<file path="config.mk">
export PLATFORM = sky130hd
export DESIGN_NAME = ipi_ctrl
export DESIGN_NICKNAME = d
export VERILOG_FILES = /design/src/rtl/ipi_ctrl_pkg.sv /design/src/rtl/ipi_access_decode.sv /design/src/rtl/ipi_core_bank.sv /design/src/rtl/ipi_ctrl.sv
export SDC_FILE = /design/constraint.sdc
export NUM_CORES = 2
export LEC_CHECK = 0
export BUFFER_PORTS_ARGS = -buffer_cell sky130_fd_sc_hd__buf_2
export CAP_MARGIN = 20
export CORE_MARGIN = 3
export CORE_UTILIZATION = 65
export CTS_CLUSTER_DIAMETER = 50
export DETAILED_ROUTE_END_ITERATION = 10
export PLACE_DENSITY = 0.87
export SYNTH_ARGS = -nofsm -noshare
export SYNTH_HDL_FRONTEND = slang
export SYNTH_HIERARCHICAL = 1
export SYNTH_SLANG_ARGS = --single-unit
</file>
<file path="constraint.sdc">
create_clock -name clk -period 3 [get_ports clk]
set_input_delay 0.3 -clock clk [delete_from_list [all_inputs] [get_ports clk]]
set_output_delay 0.3 -clock clk [all_outputs]
set_load 0.02 [all_outputs]
</file>
<file path="src/rtl/ipi_ctrl_pkg.sv">
package ipi_ctrl_pkg;

  localparam int unsigned WORD_W     = 32;
  localparam int unsigned MBOX_WORDS = 8;
  localparam int unsigned MBOX_IDX_W = $clog2(MBOX_WORDS);

  localparam logic [7:0] OFF_PEND    = 8'h00;
  localparam logic [7:0] OFF_ENABLE  = 8'h04;
  localparam logic [7:0] OFF_SET     = 8'h08;
  localparam logic [7:0] OFF_CLEAR   = 8'h0C;
  localparam logic [7:0] OFF_MBOX_LO = 8'h20;
  localparam logic [7:0] OFF_MBOX_HI = 8'h3C;
  localparam logic [7:0] OFF_SEND    = 8'h40;

  localparam int unsigned TGT_LSB = 16;
  localparam int unsigned TGT_W   = 10;
  localparam int unsigned VEC_W   = 5;

  typedef enum logic [2:0] {
    ACC_NONE,
    ACC_PEND,
    ACC_ENABLE,
    ACC_SET,
    ACC_CLEAR,
    ACC_MBOX,
    ACC_SEND
  } acc_kind_e;

  function automatic acc_kind_e classify(input logic [7:0] off);
    if (off == OFF_PEND)        return ACC_PEND;
    else if (off == OFF_ENABLE) return ACC_ENABLE;
    else if (off == OFF_SET)    return ACC_SET;
    else if (off == OFF_CLEAR)  return ACC_CLEAR;
    else if (off == OFF_SEND)   return ACC_SEND;
    else if (off >= OFF_MBOX_LO && off <= OFF_MBOX_HI && off[1:0] == 2'b00)
      return ACC_MBOX;
    else                        return ACC_NONE;
  endfunction

  function automatic logic [MBOX_IDX_W-1:0] mbox_index(input logic [7:0] off);
    logic [7:0] rel;
    rel = off - OFF_MBOX_LO;
    return rel[MBOX_IDX_W+1:2];
  endfunction

  function automatic logic [WORD_W-1:0] vec_to_mask(input logic [VEC_W-1:0] vec);
    return WORD_W'(1) << vec;
  endfunction

  function automatic logic [WORD_W-1:0] pend_after_set(input logic [WORD_W-1:0] pend,
                                                       input logic [WORD_W-1:0] bits);
    return pend | bits;
  endfunction

  function automatic logic [WORD_W-1:0] pend_after_clear(input logic [WORD_W-1:0] pend,
                                                         input logic [WORD_W-1:0] bits);
    return pend & ~bits;
  endfunction

  function automatic logic irq_after_set(input logic cur,
                                         input logic [WORD_W-1:0] new_pend,
                                         input logic [WORD_W-1:0] en);
    return ((new_pend & en) != '0) ? 1'b1 : cur;
  endfunction

  function automatic logic irq_after_clear(input logic cur,
                                           input logic [WORD_W-1:0] new_pend,
                                           input logic [WORD_W-1:0] en);
    return (new_pend == '0 && en != '0) ? 1'b0 : cur;
  endfunction

endpackage

</file>
<file path="src/rtl/ipi_access_decode.sv">
module ipi_access_decode
  import ipi_ctrl_pkg::*;
#(
  parameter int unsigned NCORES = 4,
  parameter int unsigned ID_W   = 10
) (
  input  logic                  req_valid,
  input  logic                  req_write,
  input  logic [7:0]            req_off,
  input  logic [ID_W-1:0]       req_id,
  input  logic [TGT_W-1:0]      send_tgt,
  input  logic [VEC_W-1:0]      send_vec,
  output acc_kind_e             kind,
  output logic [MBOX_IDX_W-1:0] mbox_idx,
  output logic [NCORES-1:0]     local_hit,
  output logic [NCORES-1:0]     send_hit,
  output logic [WORD_W-1:0]     send_mask,
  output logic                  acc_err
);

  logic is_send_wr;
  logic tgt_in_range;

  assign kind         = classify(req_off);
  assign mbox_idx     = mbox_index(req_off);
  assign send_mask    = vec_to_mask(send_vec);
  assign is_send_wr   = req_valid && req_write && (kind == ACC_SEND);
  assign tgt_in_range = (32'(send_tgt) < NCORES);

  for (genvar i = 0; i < NCORES; i++) begin : g_hit
    assign local_hit[i] = req_valid && (32'(req_id) == i);
    assign send_hit[i]  = is_send_wr && tgt_in_range && (32'(send_tgt) == i);
  end

  assign acc_err = (req_valid && req_write && kind == ACC_PEND) ||
                   (is_send_wr && !tgt_in_range);

endmodule

</file>
<file path="src/rtl/ipi_core_bank.sv">
module ipi_core_bank
  import ipi_ctrl_pkg::*;
(
  input  logic                         clk,
  input  logic                         rst_n,
  input  logic                         en_we,
  input  logic                         set_we,
  input  logic [WORD_W-1:0]            set_bits,
  input  logic                         clr_we,
  input  logic                         mbox_we,
  input  logic [MBOX_IDX_W-1:0]        mbox_idx,
  input  logic [WORD_W-1:0]            wdata,
  output logic [WORD_W-1:0]            pend_o,
  output logic [WORD_W-1:0]            enable_o,
  output logic [MBOX_WORDS*WORD_W-1:0] mbox_o,
  output logic                         irq_o
);

  logic [WORD_W-1:0] pend_q;
  logic [WORD_W-1:0] enable_q;
  logic [WORD_W-1:0] mbox_q [MBOX_WORDS];
  logic              irq_q;

  logic [WORD_W-1:0] pend_set_val;
  logic [WORD_W-1:0] pend_clr_val;
  logic              raise_evt;
  logic              lower_evt;

  assign pend_set_val = pend_after_set(pend_q, set_bits);
  assign pend_clr_val = pend_after_clear(pend_q, wdata);
  assign raise_evt    = set_we && ((pend_set_val & enable_q) != '0);
  assign lower_evt    = clr_we && (pend_clr_val == '0) && (enable_q != '0);

  always_ff @(posedge clk or negedge rst_n) begin
    if (!rst_n) begin
      pend_q   <= '0;
      enable_q <= '0;
      irq_q    <= 1'b0;
    end else begin
      if (en_we) enable_q <= wdata;
      if (set_we) begin
        pend_q <= pend_set_val;
        irq_q  <= irq_after_set(irq_q, pend_set_val, enable_q);
      end else if (clr_we) begin
        pend_q <= pend_clr_val;
        irq_q  <= irq_after_clear(irq_q, pend_clr_val, enable_q);
      end
    end
  end

  for (genvar w = 0; w < MBOX_WORDS; w++) begin : g_mbox
    always_ff @(posedge clk or negedge rst_n) begin
      if (!rst_n)                                    mbox_q[w] <= '0;
      else if (mbox_we && mbox_idx == MBOX_IDX_W'(w)) mbox_q[w] <= wdata;
    end
    assign mbox_o[w*WORD_W +: WORD_W] = mbox_q[w];
  end

  assign pend_o   = pend_q;
  assign enable_o = enable_q;
  assign irq_o    = irq_q;

  AST_SET_RAISES_IRQ: assert property (@(posedge clk) disable iff (!rst_n)
    raise_evt |=> irq_o);
  AST_CLEAR_LOWERS_IRQ: assert property (@(posedge clk) disable iff (!rst_n)
    lower_evt |=> !irq_o);
  AST_CLEAR_ADDS_NO_BITS: assert property (@(posedge clk) disable iff (!rst_n)
    clr_we |=> ((pend_o & ~$past(pend_o)) == '0));
  AST_IRQ_ONLY_VIA_PORTS: assert property (@(posedge clk) disable iff (!rst_n)
    (!set_we && !clr_we) |=> $stable(irq_o));
  AST_PEND_ONLY_VIA_PORTS: assert property (@(posedge clk) disable iff (!rst_n)
    (!set_we && !clr_we) |=> $stable(pend_o));

endmodule

</file>
<file path="src/rtl/ipi_ctrl.sv">
module ipi_ctrl
  import ipi_ctrl_pkg::*;
#(
  parameter int unsigned NCORES = 4,
  parameter int unsigned ID_W   = 10,
  parameter int unsigned ADDR_W = 12
) (
  input  logic              clk,
  input  logic              rst_n,
  input  logic              req_valid,
  input  logic              req_write,
  input  logic [ADDR_W-1:0] req_addr,
  input  logic [ID_W-1:0]   req_id,
  input  logic [31:0]       req_wdata,
  output logic              rsp_valid,
  output logic [31:0]       rsp_rdata,
  output logic              rsp_err,
  output logic [NCORES-1:0] irq_o
);

  localparam int unsigned BANK_W = NCORES * WORD_W;

  acc_kind_e             kind;
  logic [MBOX_IDX_W-1:0] mbox_idx;
  logic [NCORES-1:0]     local_hit;
  logic [NCORES-1:0]     send_hit;
  logic [WORD_W-1:0]     send_mask;
  logic                  acc_err;
  logic [WORD_W-1:0]     core_rd [NCORES];
  logic [WORD_W-1:0]     rd_next;
  logic [BANK_W-1:0]     pend_flat;
  logic [BANK_W-1:0]     enable_flat;
  logic                  unused_addr_hi;

  assign unused_addr_hi = ^req_addr[ADDR_W-1:8];

  ipi_access_decode #(.NCORES(NCORES), .ID_W(ID_W)) u_decode (
    .req_valid (req_valid),
    .req_write (req_write),
    .req_off   (req_addr[7:0]),
    .req_id    (req_id),
    .send_tgt  (req_wdata[TGT_LSB +: TGT_W]),
    .send_vec  (req_wdata[VEC_W-1:0]),
    .kind      (kind),
    .mbox_idx  (mbox_idx),
    .local_hit (local_hit),
    .send_hit  (send_hit),
    .send_mask (send_mask),
    .acc_err   (acc_err)
  );

  for (genvar i = 0; i < NCORES; i++) begin : g_core
    logic                         wr_here;
    logic                         set_we;
    logic [WORD_W-1:0]            set_bits;
    logic [WORD_W-1:0]            pend;
    logic [WORD_W-1:0]            enable;
    logic [MBOX_WORDS*WORD_W-1:0] mbox;

    assign wr_here  = local_hit[i] && req_write;
    assign set_we   = (wr_here && kind == ACC_SET) || send_hit[i];
    assign set_bits = send_hit[i] ? send_mask : req_wdata;

    ipi_core_bank u_bank (
      .clk      (clk),
      .rst_n    (rst_n),
      .en_we    (wr_here && kind == ACC_ENABLE),
      .set_we   (set_we),
      .set_bits (set_bits),
      .clr_we   (wr_here && kind == ACC_CLEAR),
      .mbox_we  (wr_here && kind == ACC_MBOX),
      .mbox_idx (mbox_idx),
      .wdata    (req_wdata),
      .pend_o   (pend),
      .enable_o (enable),
      .mbox_o   (mbox),
      .irq_o    (irq_o[i])
    );

    always_comb begin
      case (kind)
        ACC_PEND:   core_rd[i] = pend;
        ACC_ENABLE: core_rd[i] = enable;
        ACC_MBOX:   core_rd[i] = mbox[mbox_idx*WORD_W +: WORD_W];
        default:    core_rd[i] = '0;
      endcase
    end

    assign pend_flat[i*WORD_W +: WORD_W]   = pend;
    assign enable_flat[i*WORD_W +: WORD_W] = enable;
  end

  always_comb begin
    rd_next = '0;
    for (int i = 0; i < NCORES; i++) begin
      if (local_hit[i] && !req_write) rd_next = rd_next | core_rd[i];
    end
  end

  always_ff @(posedge clk or negedge rst_n) begin
    if (!rst_n) begin
      rsp_valid <= 1'b0;
      rsp_rdata <= '0;
      rsp_err   <= 1'b0;
    end else begin
      rsp_valid <= req_valid;
      rsp_rdata <= req_valid ? rd_next : '0;
      rsp_err   <= req_valid && acc_err;
    end
  end

  AST_RSP_NEXT_CYCLE: assert property (@(posedge clk) disable iff (!rst_n)
    req_valid |=> rsp_valid);
  AST_NO_RSP_WITHOUT_REQ: assert property (@(posedge clk) disable iff (!rst_n)
    !req_valid |=> (!rsp_valid && !rsp_err));
  AST_SEND_ONE_TARGET: assert property (@(posedge clk) disable iff (!rst_n)
    $onehot0(send_hit));
  AST_REFUSED_KEEPS_STATE: assert property (@(posedge clk) disable iff (!rst_n)
    acc_err |=> ($stable(pend_flat) && $stable(enable_flat) && $stable(irq_o)));
  AST_ERR_FLAGGED: assert property (@(posedge clk) disable iff (!rst_n)
    acc_err |=> rsp_err);

endmodule

</file>
==> flow_summary.json <==
{
  "cts_sinks": 1318,
  "cp-start-kind": "primary input",
  "vias_per_cell": 7.33,
  "design.die.area_um2": 103000,
  "ys_warn_count": 6,
  "drv_cap": 0,
  "insertion_delay_ns": 0.78,
  "core_um2": 97400,
  "synth_seq_cells": 1318,
  "tightest_slew_ns": 1.27,
  "ant_nets": 0,
  "min_period_over_period": 1.03,
  "place_congestion": 1.00,
  "p_leak_nw": 35.8,
  "placed_cell_area_um2": 68700,
  "syn-cell-area_um2": 64400,
  "slew_viol_final": 0,
  "finalHoldViolations": 0,
  "drt-total-wl_um": 237000,
  "grt_max_degree": 131,
  "cts_buffer_depth": 3,
  "violations": "negative setup slack",
  "die-height_um": 321,
  "slew_headroom": 0.150,
  "synth_ff_type": "dfrtp_1",
  "fmax_mhz": 324,
  "dr_wl_met2_um": 102000,
  "clk_pin_slew_ns": 0.06,
  "postSynthCellCount": 5307,
  "h-tree-depth": 4,
  "worst_slack_ns": -0.0906,
  "wl_per_cell_um": 34.3,
  "yosysUniqueCellTypes": 55,
  "setup_viol_count_final": 1,
  "io_pins": 96,
  "met1_length_um": 81400,
  "finalNonFillerCells": 6920,
  "outcome": "finished, violations left",
  "ctsRootBufferMaster": "clkbuf_16",
  "ys_seq_area_frac": 0.512,
  "cts_tree": "yes",
  "dr.max_layer_used": "met5",
  "overflow": 0,
  "drc": 0,
  "dp_hpwl_um": 144000,
  "clock_skew_ns": 0.0353,
  "nNetsFinal": 5576,
  "track_usage": 0.460,
  "critPathCaptureType": "register",
  "numCtsBuffers": 148,
  "rsz0062_at_grt": "no",
  "drtIter0Drc": 7564,
  "rows": 114,
  "initial_core_util": 0.661,
  "hold_class": "in -> reg",
  "synth_edf_count": 0,
  "stdcell_area_um2": 74000,
  "syn_nets": 5365,
  "ir_drop_mv": 0.534,
  "antenna_found_initial": 24,
  "grt_pass1_wl_um": 349000,
  "wl_met3_um": 32900,
  "layout-drive-gt1-share": 0.357,
  "layout_common_cells": "1318 x dfrtp_1, 1146 x mux2_2, 425 x mux2i_1",
  "crit_arrival_ns": 3.58,
  "crit_required_ns": 3.49,
  "num_vias": 50753,
  "drt_first_pass_iters": 7,
  "synthArstFlopShare": 1.00,
  "p_per_area_nw_per_um2": 524,
  "grt_pass1_vias": 52411,
  "syn_avg_cell_area_um2": 12.1,
  "syn_to_final_growth_pct": 14.8,
  "final_common_cell": "dfrtp_1",
  "dp.cells": 6635,
  "crit_type": "in -> reg",
  "die_w_um": 321,
  "io_buffer_count": 91,
  "critPathMaxFanout": 50,
  "min_period_ns": 3.09
}
==> through the flow <==
| step | utilization | hold WS (ns) | total power [mW] | TNS, ns | setup WS (ns) |
|---|---|---|---|---|---|
| 2_1_floorplan | - | 0.00441 | 19.0 | -0.128 | -0.0320 |
| 3_3_place_gp | 0.705 | 0.329 | 20.2 | -36.23 | -0.772 |
| 3_5_place_dp | 0.705 | 0.333 | 20.2 | -56.44 | -0.825 |
| 4_1_cts | 0.758 | 0.00754 | 38.7 | 0 | 0.0155 |
| 5_1_grt | 0.759 | 0.0688 | 39.6 | 0 | 0.00189 |
| 6_report | 0.759 | 0.0411 | 38.8 | -0.0906 | -0.0906 |
==> worst max-delay path: stages <==
cell and delay, ns:
buf_2 0.09, buf_4 0.11, buf_4 0.67, nor2b_4 0.32, buf_12 0.20, buf_12 0.32, a22oi_1 0.13, a32oi_1 0.79
nand4_1 0.53
==> path summary, 6_finish.rpt <==
check / start / end / slack (ns) / depth (start not counted)
worst min register to register: g_core[1].u_bank/mbox_o[227]$_DFFE_PN0P_ / g_core[1].u_bank/mbox_o[227]$_DFFE_PN0P_ / 0.48 / 2
worst max-delay path: req_addr[4] / rsp_rdata[7]$_DFF_PN0_ / -0.09 / 9
min in group asynchronous: rst_n / g_core[1].u_bank/mbox_o[143]$_DFFE_PN0P_ / 0.14 / 2
max in group asynchronous: rst_n / g_core[3].u_bank/mbox_o[222]$_DFFE_PN0P_ / 1.72 / 3
worst max register to register: g_core[1].u_bank/enable_o[7]$_DFFE_PN0P_ / rsp_rdata[7]$_DFF_PN0_ / 0.46 / 6
worst min-delay path: req_wdata[28] / g_core[0].u_bank/pend_o[28]$_DFFE_PN0P_ / 0.04 / 4
==> registers in the layout, summed over array words and instances, names as in the netlist <==
signal and cells:
rsp_err 1, g_core.u_bank/pend_o 128, g_core.u_bank/mbox_o 1024, g_core.u_bank/irq_o 4, rsp_valid 1, rsp_rdata 32
g_core.u_bank/enable_o 128
==> cell usage after synthesis (all sizes together) (4+ instances only) <==
library cell	number	area (um^2)
a22o	24	210
a21oi	139	696
o21ai	251	1260
nor3b	12	180
mux4	44	991
clkbuf	214	803
nand4	76	475
o2111a	4	45.0
a221oi	22	193
a222oi	4	40.0
inv	83	312
mux2	1178	13300
o2111ai	7	61.3
nand2b	27	184
and4	4	35.0
nand3	53	265
a31oi	26	163
a22oi	310	2330
buf	241	1490
nor2b	42	263
and2	14	87.6
o22ai	81	507
nor3	25	171
a2111oi	17	299
nor4	41	257
dfrtp	1318	33000
a21o	4	30.0
nor2	287	1080
nand4b	13	114
mux2i	425	4250
nand2	282	1060
a32oi	22	193
==> layer usage <==
metal | track usage | vias to the layer above
li1 | - | 19880
met1 | 0.570 | 25275
met2 | 0.670 | 4318
met3 | 0.165 | 1274
met4 | 0.334 | 6
met5 | 0 | -
==> kinds of logic (layout without fill, tap and decap cells) <==
group,Yosys count,after routing,synth area share
AND/OR/NAND/NOR,890,890,0.0665
flip-flops,1318,1318,0.512
buffers and inverters,538,866,0.0405
multiplexers,1647,1647,0.287
XOR/XNOR,1,1,0.000136
other,0,9,0
AO/OA/AOI/OAI,913,913,0.0937
==> cell type report <==
class	instances	area, um^2
clock buffers	203	4260
flip-flops and latches	1318	33000
inverters	83	312
repair buffers	516	4930
multi-input cells	3451	29100
fillers	5543	23500
well taps	1276	1600
diodes	9	22.5
clock inverters	64	796
==> power by group <==
group	switching (mW)	internal, mW	total, mW
combinational	1.65	0.604	2.26
clock	7.87	10.9	18.7
sequential	0.000677	17.8	17.8
==> what timing repair did <==
action | CTS | global route
endpoints found under the hold margin | 75 | 0
resized for setup | 5 | 10
setup buffers | 0 | 5
pin swaps | 0 | 4
endpoints found under the setup margin | 3 | 4
hold buffers | 5 | 0
No activity file was read; power rests on OpenSTA's default activity.
